<file path="src/rtl/pwr_rst_ctrl.sv">
module pwr_rst_ctrl #(
  parameter int NIRQ = 8,
  parameter int HOLD = 16
) (
  input  logic            clk,
  input  logic            por_n,
  input  logic            bo_det,
  input  logic            rst_pin_n,
  input  logic            rst_pin_en,
  input  logic            bo_en,
  input  logic            bo_int_sel,
  input  logic            rc_is_sysclk,
  input  logic            rtc_en,
  input  logic            mode_wr,
  input  logic [1:0]      mode_req,
  input  logic [NIRQ-1:0] irq,
  input  logic [NIRQ-1:0] irq_en,
  input  logic [NIRQ-1:0] wake_mask,
  input  logic            flag_clr_wr,
  input  logic [2:0]      flag_clr,
  output logic            sys_rst,
  output logic            bo_irq,
  output logic [2:0]      rst_flags,
  output logic [1:0]      pwr_state,
  output logic            cpu_clk_en,
  output logic            periph_clk_en,
  output logic            osc_en,
  output logic            rcosc_en,
  output logic            bod_en,
  output logic            cmp_en
);
  localparam int CW = $clog2(HOLD + 1);
  localparam logic [CW-1:0] HOLD_V = CW'(HOLD);

  typedef enum logic [1:0] {ST_RUN = 2'd0, ST_IDLE = 2'd1, ST_PD = 2'd2, ST_DPD = 2'd3} pstate_t;

  pstate_t       st;
  logic [CW-1:0] cnt;
  logic          pu;
  logic [2:0]    flags;

  logic deep, asleep, bo_act, por_c, bo_c, pin_c, cause, wake_idle, wake_pd;

  assign deep      = (st == ST_DPD);
  assign asleep    = st[1];
  assign bo_act    = bo_det & bo_en & ~deep;
  assign por_c     = ~por_n;
  assign bo_c      = bo_act & ~bo_int_sel;
  assign pin_c     = ~rst_pin_n & (rst_pin_en | pu);
  assign cause     = por_c | bo_c | pin_c;
  assign wake_idle = |(irq & irq_en);
  assign wake_pd   = |(irq & irq_en & wake_mask);

  assign sys_rst       = cause | (cnt != '0);
  assign bo_irq        = bo_act & bo_int_sel;
  assign rst_flags     = flags;
  assign pwr_state     = st;
  assign cpu_clk_en    = (st == ST_RUN);
  assign periph_clk_en = ~asleep;
  assign osc_en        = ~asleep;
  assign rcosc_en      = asleep ? (rc_is_sysclk & rtc_en) : rc_is_sysclk;
  assign bod_en        = bo_en & ~deep;
  assign cmp_en        = ~deep;

  always_ff @(posedge clk) begin
    if (cause)          cnt <= HOLD_V;
    else if (cnt != '0) cnt <= cnt - 1'b1;

    if (por_c)                      pu <= 1'b1;
    else if (!cause && cnt <= 1)    pu <= 1'b0;

    if (por_c) flags <= {pin_c, bo_c, 1'b1};
    else       flags <= (flags & ~(flag_clr_wr ? flag_clr : 3'b000)) | {pin_c, bo_c, 1'b0};

    if (sys_rst) st <= ST_RUN;
    else begin
      case (st)
        ST_RUN:  if (mode_wr) st <= pstate_t'(mode_req);
        ST_IDLE: if (wake_idle) st <= ST_RUN;
        default: if (wake_pd) st <= ST_RUN;
      endcase
    end
  end
endmodule


</file>
<file path="config.mk">
export PLATFORM = sky130hd
export DESIGN_NAME = pwr_rst_ctrl
export DESIGN_NICKNAME = d
export VERILOG_FILES = /design/src/rtl/pwr_rst_ctrl.sv
export SDC_FILE = /design/constraint.sdc
export NUM_CORES = 1
export LEC_CHECK = 0
export BUFFER_PORTS_ARGS = -buffer_cell sky130_fd_sc_hd__clkbuf_2
export CORE_MARGIN = 1.5
export CORE_UTILIZATION = 35
export CTS_BUF_LIST = sky130_fd_sc_hd__clkbuf_4 sky130_fd_sc_hd__clkbuf_8
export DETAILED_ROUTE_END_ITERATION = 10
export PLACE_DENSITY = 0.74
export SETUP_SLACK_MARGIN = 0.5
export SLEW_MARGIN = 10
export SYNTH_ARGS = -nofsm -noshare
export SYNTH_HDL_FRONTEND = slang
export SYNTH_SLANG_ARGS = --single-unit
</file>
<file path="constraint.sdc">
create_clock -name clk -period 1.2 [get_ports clk]
set_input_delay 0.24 -clock clk [delete_from_list [all_inputs] [get_ports clk]]
set_output_delay 0.24 -clock clk [all_outputs]
set_load 0.005 [all_outputs]
</file>
## Yosys cells after proc, flatten, opt, wreduce, memory -nomap -nowiden

Index checks and enable logic that the tools add are counted.

| storage, ports and cells | value |
|---|---|
| bits in registers | 11 |
| input bits | 40 |
| output and inout port bits | 13 |
| word-level logic and storage cells | 47 |

| operators by class | value |
|---|---|
| add/subtract/negate cells | 1 |
| order comparisons | 1 |
| equality and inequality tests | 4 |
| muxes and demuxes | 7 |
| bitwise gates (word level) | 21 |
| reduce and logical (&&, ||, !) cells | 8 |

Operators by type and width:

| operator | number |
|---|---|
| 8-bit AND | 2 |
| 8-bit OR reduction | 2 |
| 1-bit AND | 7 |
| 2-bit two-way mux | 3 |
| 3-bit two-way mux | 2 |
| 5-bit by 1-bit <= comparator with 1-bit output, second input constant | 1 |
| 1-bit inverter | 5 |
| 5-bit nonzero test | 1 |
| 5-bit by 1-bit subtractor with 5-bit output, second input constant | 1 |
| 2-bit != test, second input constant | 2 |
| 1-bit bitwise OR | 4 |
| 2-bit one-hot mux with 2 select lines | 1 |
| 3-bit AND | 1 |
| 3-bit inverter | 1 |
| 3-bit bitwise OR | 1 |
| 3-bit AND reduction | 1 |
| 3-bit nonzero test | 1 |
| 2-bit by 1-bit == test with 1-bit output, second input constant | 1 |
| 2-bit == test, second input constant | 1 |
| 2-bit logical NOT | 1 |
| 1-bit logical AND | 1 |
| 1-bit logical NOT | 1 |
| 1-bit two-way mux | 1 |

## Depth between registers and ports, before layout

| logic depth | value |
|---|---|
| depth after elaboration | 8 |
| gate-level depth with buffers | 5 |
| mapped depth without buffers | 5 |

## Worst setup path before layout

OpenSTA, ideal clock, no wires.

| timing | value |
|---|---|
| path type | reg-to-output |
| start point | register st[0] (netlist: pwr_state[0]) |
| end point | output sys_rst |
| arrival time | 1.106 ns |
| data required time | 0.960 ns |
| setup slack | -0.146 ns |
| cell stages (with the launch flop) | 5 |
| path buffers | 0 |
| path through | dfxtp_1 a21boi_2 nand2_1 o211ai_1 or2_2 |

| on the way | value |
|---|---|
| word-level cells in the longest chain between the ends | 7 |

Ends and longest elaborated chain:

| element | RTL line | text |
|---|---|---|
| start, declared | 37 | `pstate_t st;` |
| start signal, assigned | 78 | `ST_RUN: if (mode_wr) st <= pstate_t'(mode_req);` |
| 2-bit == test | 44 | `assign deep = (st == ST_DPD);` |
| 1-bit inverter | 46 | `assign bo_act = bo_det & bo_en & ~deep;` |
| 1-bit AND | 46 |  |
| 1-bit AND | 48 | `assign bo_c = bo_act & ~bo_int_sel;` |
| 1-bit bitwise OR (2 in a row) | 50 | `assign cause = por_c \| bo_c \| pin_c;` |
| 1-bit bitwise OR | 54 | `assign sys_rst = cause \| (cnt != '0);` |
| end, declared | 21 | `output logic sys_rst,` |

No other way between the ends.

## Worst setup path after layout

Same ends and word-level chain as after synthesis.

==> key figures <==
Drt
  – Post-DRT Antenna Nets: 0
  – Vias per Instance: 5.33
  – 1st-pass router iterations: 7
  – Total wire length: 3280 um
  – DR WL/cell: 16.7 um
  – DRC viols: 0
  – Vias: 1045
  – Iteration-0 DRC Markers: 41

Clocking
  – Worst-Skew Late Latency: 0.28 ns
  – Clock Sinks: 11
  – CTS tree: done
  – H-tree depth: 1
  – Hold Buf Count CTS: 0
  – Clock-pin slew on the worst setup and hold paths: 0.08 ns
  – CTS max path bufs: 2
  – CTS Root Cell: clkbuf_4
  – Num CTS Buffers: 3

Run status
  – Violated checks: negative setup slack
  – Status: complete, but fails checks

Job
  – Max Cap Viol: 0

Worst hold path
  – Worst hold start: bo_int_sel
  – Worst Hold Endpoint: rst_flags[1]
  – Worst hold stages: 2
  – Hold WC Path Type: in2reg

Setup path
  – Crit path buf inv count: 1
  – Worst endpoint data arrival time: 1.51 ns
  – CP startpoint: pwr_state[0]
  – Crit path max-delay family: compound AO/OA/AOI/OAI gates
  – Reg2Reg Launch Point: pwr_state[0]
  – Worst R2R End: cnt[3]
  – Crit. End Element: primary output
  – R2r setup slk: -0.46 ns
  – Critical-path maximum fanout: 2
  – Worst R2R Path Depth: 9
  – Crit start category: register
  – Slowest stage delay, CP: 0.35 ns
  – CP required: 0.96 ns
  – Crit-path cells: a21boi_2, nand2_1, o211ai_1, or2_4, buf_6
  – Crit Path Class: reg2out
  – CP max stage cell: dfxtp_2

Floorplanning
  – Die Y: 45.5 um
  – Die span in x: 45.5 um
  – Core Area: 1710 um^2
  – Die area: 2070 um^2
  – Ports: 53
  – Initial Util: 0.371
  – Row cnt: 15

Timing
  – Maximum clock rate: 0.571 GHz
  – Final count of negative-setup-slack endpoints: 18
  – Setup WS post-layout: -0.552 ns
  – Period minus WS final: 1.75 ns
  – Clk_skew: 0.00270 ns
  – Final Hold Fails: 0
  – Tcrit/Tclk final: 1.46
  – Unrepaired setup endpoints after global routing: yes
  – Slew of the pin with the lowest slew margin: 0.420 ns
  – Slew Limit Fails: 0
  – Slew HR: 0.720

Finish
  – Layout cell share with drive strength beyond 1: 0.702
  – Fin nets: 215
  – Ant. Diodes: 0
  – Most frequent cells in the layout: clkbuf_2 (45), buf_6 (22), buf_4 (21)
  – Non-Filler Instances: 196
  – P&R area growth vs syn: 129%
  – Commonest non-fill, non-tap cell in the layout: clkbuf_2

Global routing
  – Grt total ovfl: 0
  – Vias in the first global route: 901
  – Largest net degree at the start of global routing: 7
  – Total global-route track usage: 0.237
  – First-pass GRT wire length: 3590 um
  – Initial antenna violation count: 0

Logic synthesis
  – Netlist cell types: 28
  – Syn nets: 122
  – Adder-cell share of the synthesized area: 0.0593
  – Top area cells in the synthesized netlist: dfxtp_1 (35%), nand2_1 (6.5%), nand3_1 (6.3%), ha_1 (5.9%), nor2_1 (4.2%)
  – Leading area contributor after synthesis: dfxtp_1
  – Yosys top cell area share: 0.348
  – Main combinational cell family by area after synthesis: simple AND/OR/NAND/NOR gates
  – Area share of xor/xnor cells in the synthesized design: 0.0415
  – Sequential share of the synthesized area: 0.348
  – #FFs+latches synth: 11
  – Cells after Synth: 79
  – Mux share of post-synthesis cell area: 0
  – Syn Area/Cell: 8.01 um^2
  – Post-Syn Area: 633 um^2
  – Ys Warns: 0
  – Post-synthesis simple-gate area fraction: 0.285
  – Compound-cell area share of the yosys netlist: 0.231

Placement
  – Final RePlAce weighted congestion: 0.790
  – Placed Cells incl. Taps: 172
  – Worst slack at placement: -0.207 ns
  – HPWL Detailed: 1570 um
  – IO buf count: 52

Power and ir drop
  – P per Cell Area: 776 nW/um^2
  – LEAKAGE: 0.702 nW
  – Max IR drop VDD: 681 uV
per-stage QoR:
stage | hold slack [ns] | area, um^2 | utilization | setup TNS (ns) | power [mW]
3_3_place_gp | 0.432 | 1050 | 0.615 | -0.442 | 0.687
2_1_floorplan | 0.302 | 639 | - | -0.284 | 0.530
3_5_place_dp | 0.440 | 1050 | 0.615 | -0.537 | 0.697
4_1_cts | 0.183 | 1270 | 0.747 | -2.44 | 1.03
6_report | 0.176 | 1450 | 0.849 | -5.47 | 1.13
5_1_grt | 0.187 | 1450 | 0.849 | -5.88 | 1.17
cell families after synthesis:
family,count (synthesis)
xor+xnor,3
simple gates,38
compound gates,19
flops,11
buf+inv,5
fa+ha+maj,3
registers in the layout, summed over array words and instances (netlist names):
| signal | cells |
|---|---|
| pu | 1 |
| rst_flags | 3 |
| pwr_state | 2 |
| cnt | 5 |
per-layer routing:
layer,vias up,share of wire,track usage
met1,506,0.37,0.263
met4,0,0.022,0.118
met2,56,0.55,0.437
met3,10,0.054,0.0278
met5,-,0,0
li1,473,-,-
report_power, final:
| part | internal, mW | switching, mW | total [mW] |
|---|---|---|---|
| registers | 0.393 | 0.0188 | 0.412 |
| clock network | 0.152 | 0.150 | 0.302 |
| logic | 0.234 | 0.177 | 0.412 |
worst max path at each step:
stage	to	cells after the start
after CTS	sys_rst	5
after detailed placement	pwr_state[0]	6
after global placement	pwr_state[0]	6
final	sys_rst	5
after floorplan	sys_rst	4
after global routing	sys_rst	5
timing repair:
action                                 4_1_cts  5_1_grt
gates resized for setup                     25       29
setup endpoints to repair                   22       23
pin swaps                                    9       11
gates cloned                                 0        0
buffers inserted                            13        7
endpoints found under the hold margin        0        0
cells in the mapped netlist:
master and count:
buf_4 1, o21bai_1 1, a21boi_2 1, a211o_1 1
a21oi_2 1, xnor2_1 3, inv_1 4, and4_1 1
a22o_1 2, or2_2 1, nand2_1 11, dfxtp_1 11
nand2b_1 2, a211oi_1 1, nand3_1 8, ha_1 3
nor3_1 4, a21o_1 1, o211ai_1 1, nor2_1 7
a222oi_1 1, nand4_1 2, a2111oi_2 1, a31oi_1 2
and3_1 2, o21ai_0 3, o21a_1 1, a21oi_1 2
cell type report:
| cell class | count | area (um^2) |
|---|---|---|
| Fill cell | 84 | 258 |
| Sequential cell | 11 | 229 |
| Tap cell | 25 | 31.3 |
| Inverter | 4 | 22.5 |
| Clock buffer | 4 | 30.0 |
| Timing Repair Buffer | 89 | 646 |
| Multi-Input combinational cell | 63 | 492 |
(Power assumes the default switching activity.)
